`src/rtl/trd_pkg.sv`:
```
// Shared helpers for the tagged read issuer.
// Assumes: request-size codes above 5 are treated as code 5.
package trd_pkg;
    localparam int MAX_CODE = 5;

    // Convert a read-size code to a request limit in dwords (128 bytes << code).
    function automatic int unsigned code_to_dw(input logic [2:0] code);
        int unsigned c;
        c = (int'(code) > MAX_CODE) ? MAX_CODE : int'(code);
        return 32 << c;
    endfunction
endpackage

```
`src/rtl/trd_splitter.sv`:
```
// Accepts a command and cuts it into read requests no longer than the size limit.
// Assumes: cmd_len <= 4096 dwords, cmd_src is dword aligned, the tag pool reports
// whether the next tag in rotation is free and whether all tags are free.
module trd_splitter #(
    parameter int ADDR_W = 32,
    parameter int LEN_W  = 13
) (
    input  logic              clk,
    input  logic              rst_n,
    input  logic              cmd_valid,
    output logic              cmd_ready,
    input  logic [ADDR_W-1:0] cmd_src,
    input  logic [ADDR_W-1:0] cmd_dst,
    input  logic [LEN_W-1:0]  cmd_len,
    input  logic [2:0]        mrrs_code,
    output logic              req_valid,
    input  logic              req_ready,
    output logic [ADDR_W-1:0] req_addr,
    output logic [LEN_W-1:0]  req_len,
    input  logic              slot_free,
    input  logic              all_free,
    output logic              issue,
    output logic [ADDR_W-1:0] issue_dst,
    output logic              done
);
    logic              busy_q;
    logic [LEN_W-1:0]  rem_q;
    logic [LEN_W-1:0]  max_dw_q;
    logic [ADDR_W-1:0] src_q;
    logic [ADDR_W-1:0] dst_q;
    logic [ADDR_W-1:0] step_bytes;

    assign cmd_ready  = !busy_q;
    assign req_valid  = busy_q && (rem_q != '0) && slot_free;
    // Clip the next request to the size limit.
    always_comb req_len = (rem_q < max_dw_q) ? rem_q : max_dw_q;
    assign req_addr   = src_q;
    assign issue      = req_valid && req_ready;
    assign issue_dst  = dst_q;
    assign step_bytes = ADDR_W'({req_len, 2'b00});

    // Command capture, address walk and completion detection.
    always_ff @(posedge clk) begin
        if (!rst_n) begin
            busy_q   <= 1'b0;
            rem_q    <= '0;
            max_dw_q <= '0;
            src_q    <= '0;
            dst_q    <= '0;
            done     <= 1'b0;
        end else begin
            done <= 1'b0;
            if (!busy_q) begin
                if (cmd_valid) begin
                    busy_q   <= 1'b1;
                    rem_q    <= cmd_len;
                    max_dw_q <= LEN_W'(trd_pkg::code_to_dw(mrrs_code));
                    src_q    <= cmd_src;
                    dst_q    <= cmd_dst;
                end
            end else if (issue) begin
                rem_q <= rem_q - req_len;
                src_q <= src_q + step_bytes;
                dst_q <= dst_q + step_bytes;
            end else if (rem_q == '0 && all_free) begin
                busy_q <= 1'b0;
                done   <= 1'b1;
            end
        end
    end

    assert_first_req_R2: assert property (@(posedge clk) disable iff (!rst_n)
        (cmd_valid && cmd_ready) |=> req_valid);
    assert_req_cap_R4: assert property (@(posedge clk) disable iff (!rst_n)
        req_valid |-> (req_len != '0 && req_len <= max_dw_q));
    assert_busy_locked_R1: assert property (@(posedge clk) disable iff (!rst_n)
        busy_q |=> $stable(max_dw_q));
    assert_done_clean_R9: assert property (@(posedge clk) disable iff (!rst_n)
        done |-> (all_free && cmd_ready && !req_valid));
endmodule

```
`src/rtl/trd_tag_pool.sv`:
```
// Holds per-tag state: in-flight flag, requested and received dword counts and the
// local base address. Hands tags out in strict rotation and frees a tag on its last beat.
// Assumes: completion beats only name tags in flight and never exceed the request.
module trd_tag_pool #(
    parameter int NUM_TAGS = 4,
    parameter int ADDR_W   = 32,
    parameter int LEN_W    = 13,
    localparam int TAG_W   = (NUM_TAGS > 1) ? $clog2(NUM_TAGS) : 1
) (
    input  logic              clk,
    input  logic              rst_n,
    input  logic              issue,
    input  logic [ADDR_W-1:0] issue_dst,
    input  logic [LEN_W-1:0]  issue_len,
    output logic [TAG_W-1:0]  next_tag,
    output logic              slot_free,
    output logic              all_free,
    input  logic              cpl_valid,
    input  logic [TAG_W-1:0]  cpl_tag,
    output logic [ADDR_W-1:0] beat_addr
);
    logic [NUM_TAGS-1:0] live_q;
    logic [LEN_W-1:0]    want_q [NUM_TAGS];
    logic [LEN_W-1:0]    got_q  [NUM_TAGS];
    logic [ADDR_W-1:0]   base_q [NUM_TAGS];
    logic [TAG_W-1:0]    ptr_q;
    logic                last_beat;

    assign next_tag  = ptr_q;
    assign slot_free = !live_q[ptr_q];
    assign all_free  = (live_q == '0);
    assign last_beat = (got_q[cpl_tag] + LEN_W'(1)) == want_q[cpl_tag];
    assign beat_addr = base_q[cpl_tag] + ADDR_W'({got_q[cpl_tag], 2'b00});

    // Allocate at the rotation pointer, count beats, release on the final beat.
    always_ff @(posedge clk) begin
        if (!rst_n) begin
            live_q <= '0;
            ptr_q  <= '0;
            for (int i = 0; i < NUM_TAGS; i++) begin
                want_q[i] <= '0;
                got_q[i]  <= '0;
                base_q[i] <= '0;
            end
        end else begin
            if (issue) begin
                live_q[ptr_q] <= 1'b1;
                want_q[ptr_q] <= issue_len;
                got_q[ptr_q]  <= '0;
                base_q[ptr_q] <= issue_dst;
                ptr_q <= (ptr_q == TAG_W'(NUM_TAGS - 1)) ? '0 : ptr_q + TAG_W'(1);
            end
            if (cpl_valid) begin
                if (last_beat) begin
                    live_q[cpl_tag] <= 1'b0;
                    got_q[cpl_tag]  <= '0;
                end else begin
                    got_q[cpl_tag] <= got_q[cpl_tag] + LEN_W'(1);
                end
            end
        end
    end

    assert_tag_unused_R3: assert property (@(posedge clk) disable iff (!rst_n)
        issue |-> !live_q[ptr_q]);
    assert_cpl_live_R8: assert property (@(posedge clk) disable iff (!rst_n)
        cpl_valid |-> live_q[cpl_tag]);
    assert_rotate_R6: assert property (@(posedge clk) disable iff (!rst_n)
        issue |=> (ptr_q != $past(ptr_q) || NUM_TAGS == 1));

    genvar g;
    generate
        for (g = 0; g < NUM_TAGS; g++) begin : g_tag_chk
            assert_count_bound_R8: assert property (@(posedge clk) disable iff (!rst_n)
                live_q[g] |-> (got_q[g] < want_q[g]));
        end
    endgenerate
endmodule

```
`src/rtl/trd_cpl_writer.sv`:
```
// Registers one local memory write per completion beat.
// Assumes: the beat address has been resolved by the tag pool in the same cycle.
module trd_cpl_writer #(
    parameter int ADDR_W = 32,
    parameter int DATA_W = 32
) (
    input  logic              clk,
    input  logic              rst_n,
    input  logic              cpl_valid,
    input  logic [DATA_W-1:0] cpl_data,
    input  logic [ADDR_W-1:0] beat_addr,
    output logic              wr_en,
    output logic [ADDR_W-1:0] wr_addr,
    output logic [DATA_W-1:0] wr_data
);
    // Stage the write strobe, address and data.
    always_ff @(posedge clk) begin
        if (!rst_n) begin
            wr_en   <= 1'b0;
            wr_addr <= '0;
            wr_data <= '0;
        end else begin
            wr_en <= cpl_valid;
            if (cpl_valid) begin
                wr_addr <= beat_addr;
                wr_data <= cpl_data;
            end
        end
    end
endmodule

```
`src/rtl/tagged_read_issuer.sv`:
```
// Top: splits a transfer command into tagged read requests, keeps up to NUM_TAGS in
// flight, and writes the returning completion dwords into local memory.
// Assumes: link returns each request's dwords in order within a tag, in any tag order.
module tagged_read_issuer #(
    parameter int NUM_TAGS = 4,
    parameter int ADDR_W   = 32,
    parameter int LEN_W    = 13,
    parameter int DATA_W   = 32,
    localparam int TAG_W   = (NUM_TAGS > 1) ? $clog2(NUM_TAGS) : 1
) (
    input  logic              clk,
    input  logic              rst_n,
    input  logic              cmd_valid,
    output logic              cmd_ready,
    input  logic [ADDR_W-1:0] cmd_src,
    input  logic [ADDR_W-1:0] cmd_dst,
    input  logic [LEN_W-1:0]  cmd_len,
    input  logic [2:0]        mrrs_code,
    output logic              req_valid,
    input  logic              req_ready,
    output logic [ADDR_W-1:0] req_addr,
    output logic [LEN_W-1:0]  req_len,
    output logic [TAG_W-1:0]  req_tag,
    input  logic              cpl_valid,
    input  logic [TAG_W-1:0]  cpl_tag,
    input  logic [DATA_W-1:0] cpl_data,
    output logic              wr_en,
    output logic [ADDR_W-1:0] wr_addr,
    output logic [DATA_W-1:0] wr_data,
    output logic              done
);
    logic              slot_free;
    logic              all_free;
    logic              issue;
    logic [ADDR_W-1:0] issue_dst;
    logic [ADDR_W-1:0] beat_addr;

    trd_splitter #(.ADDR_W(ADDR_W), .LEN_W(LEN_W)) u_split (
        .clk(clk), .rst_n(rst_n),
        .cmd_valid(cmd_valid), .cmd_ready(cmd_ready),
        .cmd_src(cmd_src), .cmd_dst(cmd_dst), .cmd_len(cmd_len), .mrrs_code(mrrs_code),
        .req_valid(req_valid), .req_ready(req_ready), .req_addr(req_addr), .req_len(req_len),
        .slot_free(slot_free), .all_free(all_free),
        .issue(issue), .issue_dst(issue_dst), .done(done)
    );

    trd_tag_pool #(.NUM_TAGS(NUM_TAGS), .ADDR_W(ADDR_W), .LEN_W(LEN_W)) u_pool (
        .clk(clk), .rst_n(rst_n),
        .issue(issue), .issue_dst(issue_dst), .issue_len(req_len),
        .next_tag(req_tag), .slot_free(slot_free), .all_free(all_free),
        .cpl_valid(cpl_valid), .cpl_tag(cpl_tag), .beat_addr(beat_addr)
    );

    trd_cpl_writer #(.ADDR_W(ADDR_W), .DATA_W(DATA_W)) u_wr (
        .clk(clk), .rst_n(rst_n),
        .cpl_valid(cpl_valid), .cpl_data(cpl_data), .beat_addr(beat_addr),
        .wr_en(wr_en), .wr_addr(wr_addr), .wr_data(wr_data)
    );

    assert_write_after_beat_R7: assert property (@(posedge clk) disable iff (!rst_n)
        cpl_valid |=> wr_en);
    assert_no_req_idle_R1: assert property (@(posedge clk) disable iff (!rst_n)
        cmd_ready |-> !req_valid);
endmodule

```
`config.mk`:
```
export PLATFORM = sky130hd
export DESIGN_NAME = tagged_read_issuer
export DESIGN_NICKNAME = d
export VERILOG_FILES = /design/src/rtl/trd_pkg.sv /design/src/rtl/trd_splitter.sv /design/src/rtl/trd_tag_pool.sv /design/src/rtl/trd_cpl_writer.sv /design/src/rtl/tagged_read_issuer.sv
export SDC_FILE = /design/constraint.sdc
export NUM_CORES = 1
export LEC_CHECK = 0
export ABC_AREA = 1
export CAP_MARGIN = 25
export CORE_MARGIN = 5
export CORE_UTILIZATION = 55
export DETAILED_ROUTE_END_ITERATION = 7
export MAX_ROUTING_LAYER = met4
export PLACE_DENSITY = 0.77
export SLEW_MARGIN = 20
export SYNTH_ARGS = -nofsm -noshare
export SYNTH_HDL_FRONTEND = slang
export SYNTH_HIERARCHICAL = 1
export SYNTH_SLANG_ARGS = --single-unit
```
`constraint.sdc`:
```
create_clock -name clk -period 9.98 [get_ports clk]
set_input_delay 1.996 -clock clk [delete_from_list [all_inputs] [get_ports clk]]
set_output_delay 1.996 -clock clk [all_outputs]
set_load 0.02 [all_outputs]
```
==> results of run 1 <==
-- tightest hold or removal path: stages, from the launching register on --
cell and delay (ns):
dfxtp_1 0.30, nor2_1 0.08, nor2_1 0.05
-- cells in the mapped netlist, drive strengths merged, types with 18 or more instances --
master / count
nand4: 26
o21ai: 101
ha: 60
inv: 292
edfxtp: 232
xor2: 40
nand2: 699
a22oi: 35
buf: 63
dfxtp: 158
o211ai: 18
clkbuf: 53
nor3: 21
nor2: 526
nand3: 149
a221oi: 18
a21oi: 121
-- logic make-up after synthesis --
group | count (synthesis)
adder cells (fa/ha/maj) | 63
buffers and inverters | 409
flip-flops | 390
AO/OA/AOI/OAI | 339
AND/OR/NAND/NOR | 1454
XOR/XNOR | 56
other | 1
-- through the flow --
stage	instances	hold slack (ns)	setup WS [ns]
2_1_floorplan	2712	0.439	3.17
3_3_place_gp	3374	0.452	3.26
3_5_place_dp	3375	0.463	3.06
4_1_cts	3452	0.472	3.65
5_1_grt	3454	0.486	3.06
6_report	3454	0.468	3.59
-- power by group through the flow --
stage                     clock [mW]  sequential (mW)  combinational [mW]
after floorplan                    0             1.94               0.599
after global placement             0             1.91               0.932
after detailed placement           0             1.92               0.953
after CTS                       1.65             1.89               0.961
after global routing            1.72             1.90                1.07
final                           1.62             1.89               0.969
-- worst min-delay path by stage --
stage                                         end                          start  slack [ns]  cells past startpoint
floorplan           u_split/rem_q[0]$_SDFFE_PN0P_  u_split/rem_q[0]$_SDFFE_PN0P_        0.44                      2
global placement    u_split/rem_q[0]$_SDFFE_PN0P_  u_split/rem_q[0]$_SDFFE_PN0P_        0.45                      2
detailed placement   u_wr/wr_data[7]$_SDFFE_PN0P_   u_wr/wr_data[7]$_SDFFE_PN0P_        0.46                      2
CTS                 u_wr/wr_data[27]$_SDFFE_PN0P_  u_wr/wr_data[27]$_SDFFE_PN0P_        0.47                      2
global route         u_wr/wr_data[8]$_SDFFE_PN0P_   u_wr/wr_data[8]$_SDFFE_PN0P_        0.49                      2
finish              u_wr/wr_data[27]$_SDFFE_PN0P_  u_wr/wr_data[27]$_SDFFE_PN0P_        0.47                      2
-- layout make-up --
type	count	area, um^2	share of cell area
multi-input combinational	1913	9550	0.375
antenna	1	2.50	0.0000984
tap	518	648	0.0255
clock buffer	51	1140	0.0447
clock inverter	26	308	0.0121
inverter	293	1100	0.0434
timing repair buffer	262	2550	0.100
sequential	390	10100	0.398
-- registers in the layout, indices dropped and copies added (netlist names) --
register           cells
u_pool/base_q        128
u_pool/got_q          52
u_pool/want_q         52
u_split/issue_dst     32
u_split/req_addr      32
u_wr/wr_addr          32
u_wr/wr_data          32
u_split/rem_q         13
u_split/max_dw_q       8
u_pool/live_q          4
u_pool/next_tag        2
u_split/busy_q         1
u_split/done           1
u_wr/wr_en             1
-- layer usage --
metal | part of all wire | track usage
met4 | 0.032 | 0.0978
met2 | 0.46 | 0.420
met1 | 0.42 | 0.353
met3 | 0.087 | 0.0555
met5 | 0 | -
==> flow_summary.json, run 1 <==
{
  "die_y_um": 207,
  "io-pin-count": 234,
  "synth_edf_count": 232,
  "clk_latency_ns": 0.58,
  "grt_pass1_wl_mm": 93.7,
  "p_clk_frac": 0.362,
  "finalCritPeriodShare": 0.640,
  "final_common_cell": "nand2_1",
  "overflow": 0,
  "dieArea_mm2": 0.0429,
  "routed_via_density": 5.47,
  "grt_max_degree": 109,
  "critPathCaptureType": "register",
  "p_seq_frac": 0.421,
  "vias": 18900,
  "hp-class": "register to register",
  "critPathSlowestCell": "clkdlybuf4s50_1",
  "maxSlewHeadroom": 0.265,
  "finalWeightedCongestion": 0.934,
  "cts_root_buf": "clkbuf_16",
  "slew_violations": 0,
  "antenna_found_initial": 1,
  "startpoint": "cpl_tag[1]",
  "irDropWorstVdd_uv": 117,
  "layout_common_cells": "nand2_1 (670), nor2_1 (510), inv_1 (280), edfxtp_1 (232), clkdlybuf4s50_1 (231)",
  "pwr_density_cell_mw_per_mm2": 176,
  "synth_adder_area_share": 0.0379,
  "pwr-share-comb": 0.216,
  "yosysTopAreaCellShare": 0.326,
  "synth.avg_cell_area_um2": 7.89,
  "synth_top_cell_by_area": "edfxtp_1",
  "status": "finished clean",
  "track_usage": 0.270,
  "switching_share": 0.301,
  "rows": 72,
  "cts_tree": "yes",
  "leakagePower_nw": 10.7,
  "dp_hpwl_mm": 39.8,
  "intPower_mw": 3.13,
  "synth_top_family_by_area": "simple AND/OR/NAND/NOR gates",
  "yosys_warnings": 6,
  "final_util": 0.660,
  "cts_sinks": 390,
  "synthMuxAreaShare": 0,
  "synth-seq-area-share": 0.474,
  "firstDrtPassIters": 5,
  "ys_ff_latch": 390,
  "crit_path_frequent_cell": "nand2_1",
  "synthToLayoutAreaGrowth_pct": 18.9,
  "layout_min_cycle_time_ns": 6.39,
  "path_clk_slew_ns": 0.06,
  "syn_nets": 2894,
  "setup_viol": 0,
  "place_area_mm2": 0.0240,
  "rsz0062_at_grt": "false",
  "worstSetupEndpoint": "u_wr/wr_addr[25]$_SDFFE_PN0P_",
  "coreArea_mm2": 0.0386,
  "cts_buffers": 42,
  "timing.rr.start": "u_split/max_dw_q[8]$_SDFFE_PN0P_",
  "synth-async-reset-ratio": 0,
  "required_ns": 10.48,
  "r2r_end": "u_split/issue_dst[27]$_SDFFE_PN0P_",
  "detail-route-antenna-nets": 0,
  "wl_per_cell_um": 17.0,
  "drtIter0Drc": 1788,
  "cp_max_fo": 45,
  "power_mw": 4.48,
  "routed_wl_mm": 58.6,
  "cts_setup_buffers": 0,
  "portBuffers": 233,
  "synth-simple-area-share": 0.289,
  "post_synth_num_cell_types": 61,
  "cp-start-kind": "primary input",
  "switchingPower_mw": 1.35,
  "synth_top_flop_cell": "edfxtp_1",
  "synth_compound_area_frac": 0.0951,
  "critPathKind": "primary input to register",
  "fill_cells": 3240,
  "cts_resized": 0,
  "htreeDepth": 2,
  "fmax_mhz": 157,
  "cp.buffers_inverters": 4,
  "worstPathArrival_ns": 6.89,
  "start_util": 0.555,
  "cts.path.max_buffers": 3,
  "post_synth_main_area_contributors": "edfxtp_1 (33%), dfxtp_1 (15%), nand2_1 (12%)",
  "path_cells": "clkdlybuf4s50_1 -> nand2_2 -> inv_2 -> a22oi_1 -> nand2_1 -> ha_1 -> nand3_1 -> nand3_1 -> a21oi_1 -> o21ai_1 -> nand3_1 -> and2_1 -> o21ai_1 -> nand2_1 -> nor2_1 -> nand2_1 -> nand2_1 -> nand2_1 -> inv_1 -> inv_1 -> nand2_1 -> nand2_1 -> nor2_1",
  "cap_violations": 0,
  "netlist_area_mm2": 0.0214,
  "cp_slowest_stage_delay_ns": 1.02,
  "post-route-cell-area_mm2": 0.0254,
  "drc": 0,
  "grt_pass1_vias": 18200,
  "finalHoldViolations": 0,
  "r2r_setup_slack_ns": 5.58,
  "fin_skew_ns": 0.0181,
  "post_synth_xor_area_fraction": 0.0233,
  "drive_gt1_frac": 0.0637,
  "nets": 3084,
  "worst-path-stages": 23,
  "final.setup.tns_ns": 0,
  "synthCells": 2712,
  "reg2reg_depth": 18,
  "cts_hold_buffers": 0,
  "fp.dieW_um": 207,
  "tightest_slew_ns": 1.09,
  "path_delay_family": "buffers and inverters"
}
No activity file was read; power rests on OpenSTA's default activity.
==> run 2: changes to the inputs <==
==> constraint.sdc (replaced) <==
create_clock -name clk -period 6.2 [get_ports clk]
set_input_delay 1.24 -clock clk [delete_from_list [all_inputs] [get_ports clk]]
set_output_delay 1.24 -clock clk [all_outputs]
set_load 0.02 [all_outputs]
==> run 2 against run 1 <==
  * Global-route usage up 0.084 points
  * Power up 59%
  * Die area unchanged
  * Sequential power up 60%
  * Clock skew down 0.0035 ns
  * Largest cell class unchanged
==> flow_summary.json, run 2 (same netlist as run 1, synthesis figures left out) <==
{
  "status": "finished clean",
  "detail-route-antenna-nets": 0,
  "fin_skew_ns": 0.0146,
  "wl_per_cell_um": 17.0,
  "fmax_mhz": 204,
  "cts_setup_buffers": 0,
  "timing.rr.start": "u_split/max_dw_q[8]$_SDFFE_PN0P_",
  "portBuffers": 233,
  "worstHoldStart": "u_split/rem_q[0]$_SDFFE_PN0P_",
  "leakagePower_nw": 10.7,
  "layout_common_cells": "nand2_1 (670), nor2_1 (510), inv_1 (278), edfxtp_1 (232), clkdlybuf4s50_1 (231)",
  "cts_root_buf": "clkbuf_16",
  "vias": 18900,
  "fp.dieW_um": 207,
  "dp_hpwl_mm": 40.8,
  "required_ns": 4.96,
  "finalWeightedCongestion": 0.962,
  "final_util": 0.659,
  "cp.buffers_inverters": 4,
  "regMostFlops": "u_pool/base_q",
  "pwr_density_cell_mw_per_mm2": 279,
  "power_mw": 7.10,
  "finalCritPeriodShare": 0.791,
  "synthToLayoutAreaGrowth_pct": 18.8,
  "tightest_slew_ns": 1.02,
  "overflow": 0,
  "clk_latency_ns": 0.56,
  "track_usage": 0.271,
  "cts.path.max_buffers": 3,
  "hold_end": "u_split/rem_q[0]$_SDFFE_PN0P_",
  "fill_cells": 3246,
  "drtIter0Drc": 1655,
  "cts_tree": "yes",
  "io-pin-count": 234,
  "dieArea_mm2": 0.0429,
  "cap_violations": 0,
  "grt_pass1_wl_mm": 93.5,
  "drive_gt1_frac": 0.0652,
  "path_delay_family": "buffers and inverters",
  "cp_max_fo": 28,
  "reg_top3": "u_pool/base_q: 128 flops, u_pool/got_q: 52 flops, u_pool/want_q: 52 flops",
  "place_area_mm2": 0.0241,
  "final_common_cell": "nand2_1",
  "start_util": 0.555,
  "cts_sinks": 390,
  "hold-path-cell-count": 2,
  "post-route-cell-area_mm2": 0.0254,
  "cts_buffers": 42,
  "htreeDepth": 2,
  "critPathSlowestCell": "o21ai_0",
  "antenna_found_initial": 1,
  "hp-class": "register to register",
  "slew_violations": 0,
  "drc": 0,
  "grt_pass1_vias": 18100,
  "critPathKind": "register to primary output",
  "firstDrtPassIters": 5,
  "finalHoldViolations": 0,
  "final.setup.tns_ns": 0,
  "layout_min_cycle_time_ns": 4.90,
  "worstPathArrival_ns": 3.66,
  "path_clk_slew_ns": 0.06,
  "critPathCaptureType": "primary output",
  "routed_via_density": 5.45,
  "cp_slowest_stage_delay_ns": 0.80,
  "reg2reg_depth": 22,
  "coreArea_mm2": 0.0386,
  "cts_resized": 0,
  "largest_reg_flops": 128,
  "rows": 72,
  "holdWs_ns": 0.463,
  "cp-start-kind": "register",
  "worst-path-stages": 11,
  "cts_hold_buffers": 0,
  "r2r_end": "u_split/issue_dst[23]$_SDFFE_PN0P_",
  "maxSlewHeadroom": 0.323,
  "path_cells": "inv_1 -> ha_1 -> nand2_1 -> inv_1 -> nand2_1 -> nand2_1 -> nand2_1 -> nand3_2 -> o21ai_0 -> buf_4 -> clkdlybuf4s50_1",
  "routed_wl_mm": 58.9,
  "irDropWorstVdd_uv": 177,
  "setup_viol": 0,
  "r2r_setup_slack_ns": 1.89,
  "die_y_um": 207,
  "crit_path_frequent_cell": "nand2_1",
  "nets": 3093,
  "rsz0062_at_grt": "false",
  "grt_max_degree": 87
}
[run 2: cell types whose count changed in the layout (fill, tap and decap cells not counted), sizes merged]
cell and delta:
buf +9, clkbuf +4, bufinv -2, inv -2
[run 2: per-stage QoR]
stage | instances | setup WS, ns
after floorplan | 2712 | 0.0965
final | 3463 | 1.30
after global placement | 3383 | 1.00
after global routing | 3463 | 0.878
after CTS | 3462 | 1.32
after detailed placement | 3385 | 0.881
[run 2: cell type report]
type / count / area, um^2 / share of cell area
inverter: 293 / 1100 / 0.0435
clock buffer: 55 / 1120 / 0.0440
multi-input combinational: 1913 / 9550 / 0.376
timing repair buffer: 271 / 2630 / 0.103
clock inverter: 22 / 240 / 0.00945
tap: 518 / 648 / 0.0255
antenna: 1 / 2.50 / 0.0000984
sequential: 390 / 10100 / 0.398
[run 2: how the worst max path moves through the flow]
stage                                     startpoint                          endpoint  slack (ns)
finish              u_split/max_dw_q[8]$_SDFFE_PN0P_                       req_len[12]        1.30
global route                              cpl_tag[0]     u_wr/wr_addr[24]$_SDFFE_PN0P_        0.88
CTS                 u_split/max_dw_q[8]$_SDFFE_PN0P_                       req_len[12]        1.32
detailed placement                        cpl_tag[0]     u_wr/wr_addr[24]$_SDFFE_PN0P_        0.88
global placement                          cpl_tag[0]     u_wr/wr_addr[24]$_SDFFE_PN0P_        1.00
floorplan            u_pool/next_tag[0]$_SDFFE_PN0P_  u_pool/got_q[3][0]$_SDFFCE_PN0P_         0.1
[run 2: metal layers]
layer	track usage	wire [um]
met1	0.348	24400
met2	0.429	27300
met3	0.0540	5140
met4	0.0980	2150
met5	-	0
[run 2: where the power goes]
part           internal (mW)  switching (mW)
clock                   1.45            1.05
sequential              2.91           0.118
combinational          0.570            1.00
total                   4.93            2.17
[run 2: tightest hold or removal path: cells and delay by family (launching register included)]
family | cells | cell delay (ns)
flip-flops | 1 | 0.31
AND/OR/NAND/NOR | 1 | 0.06
AO/OA/AOI/OAI | 1 | 0.05
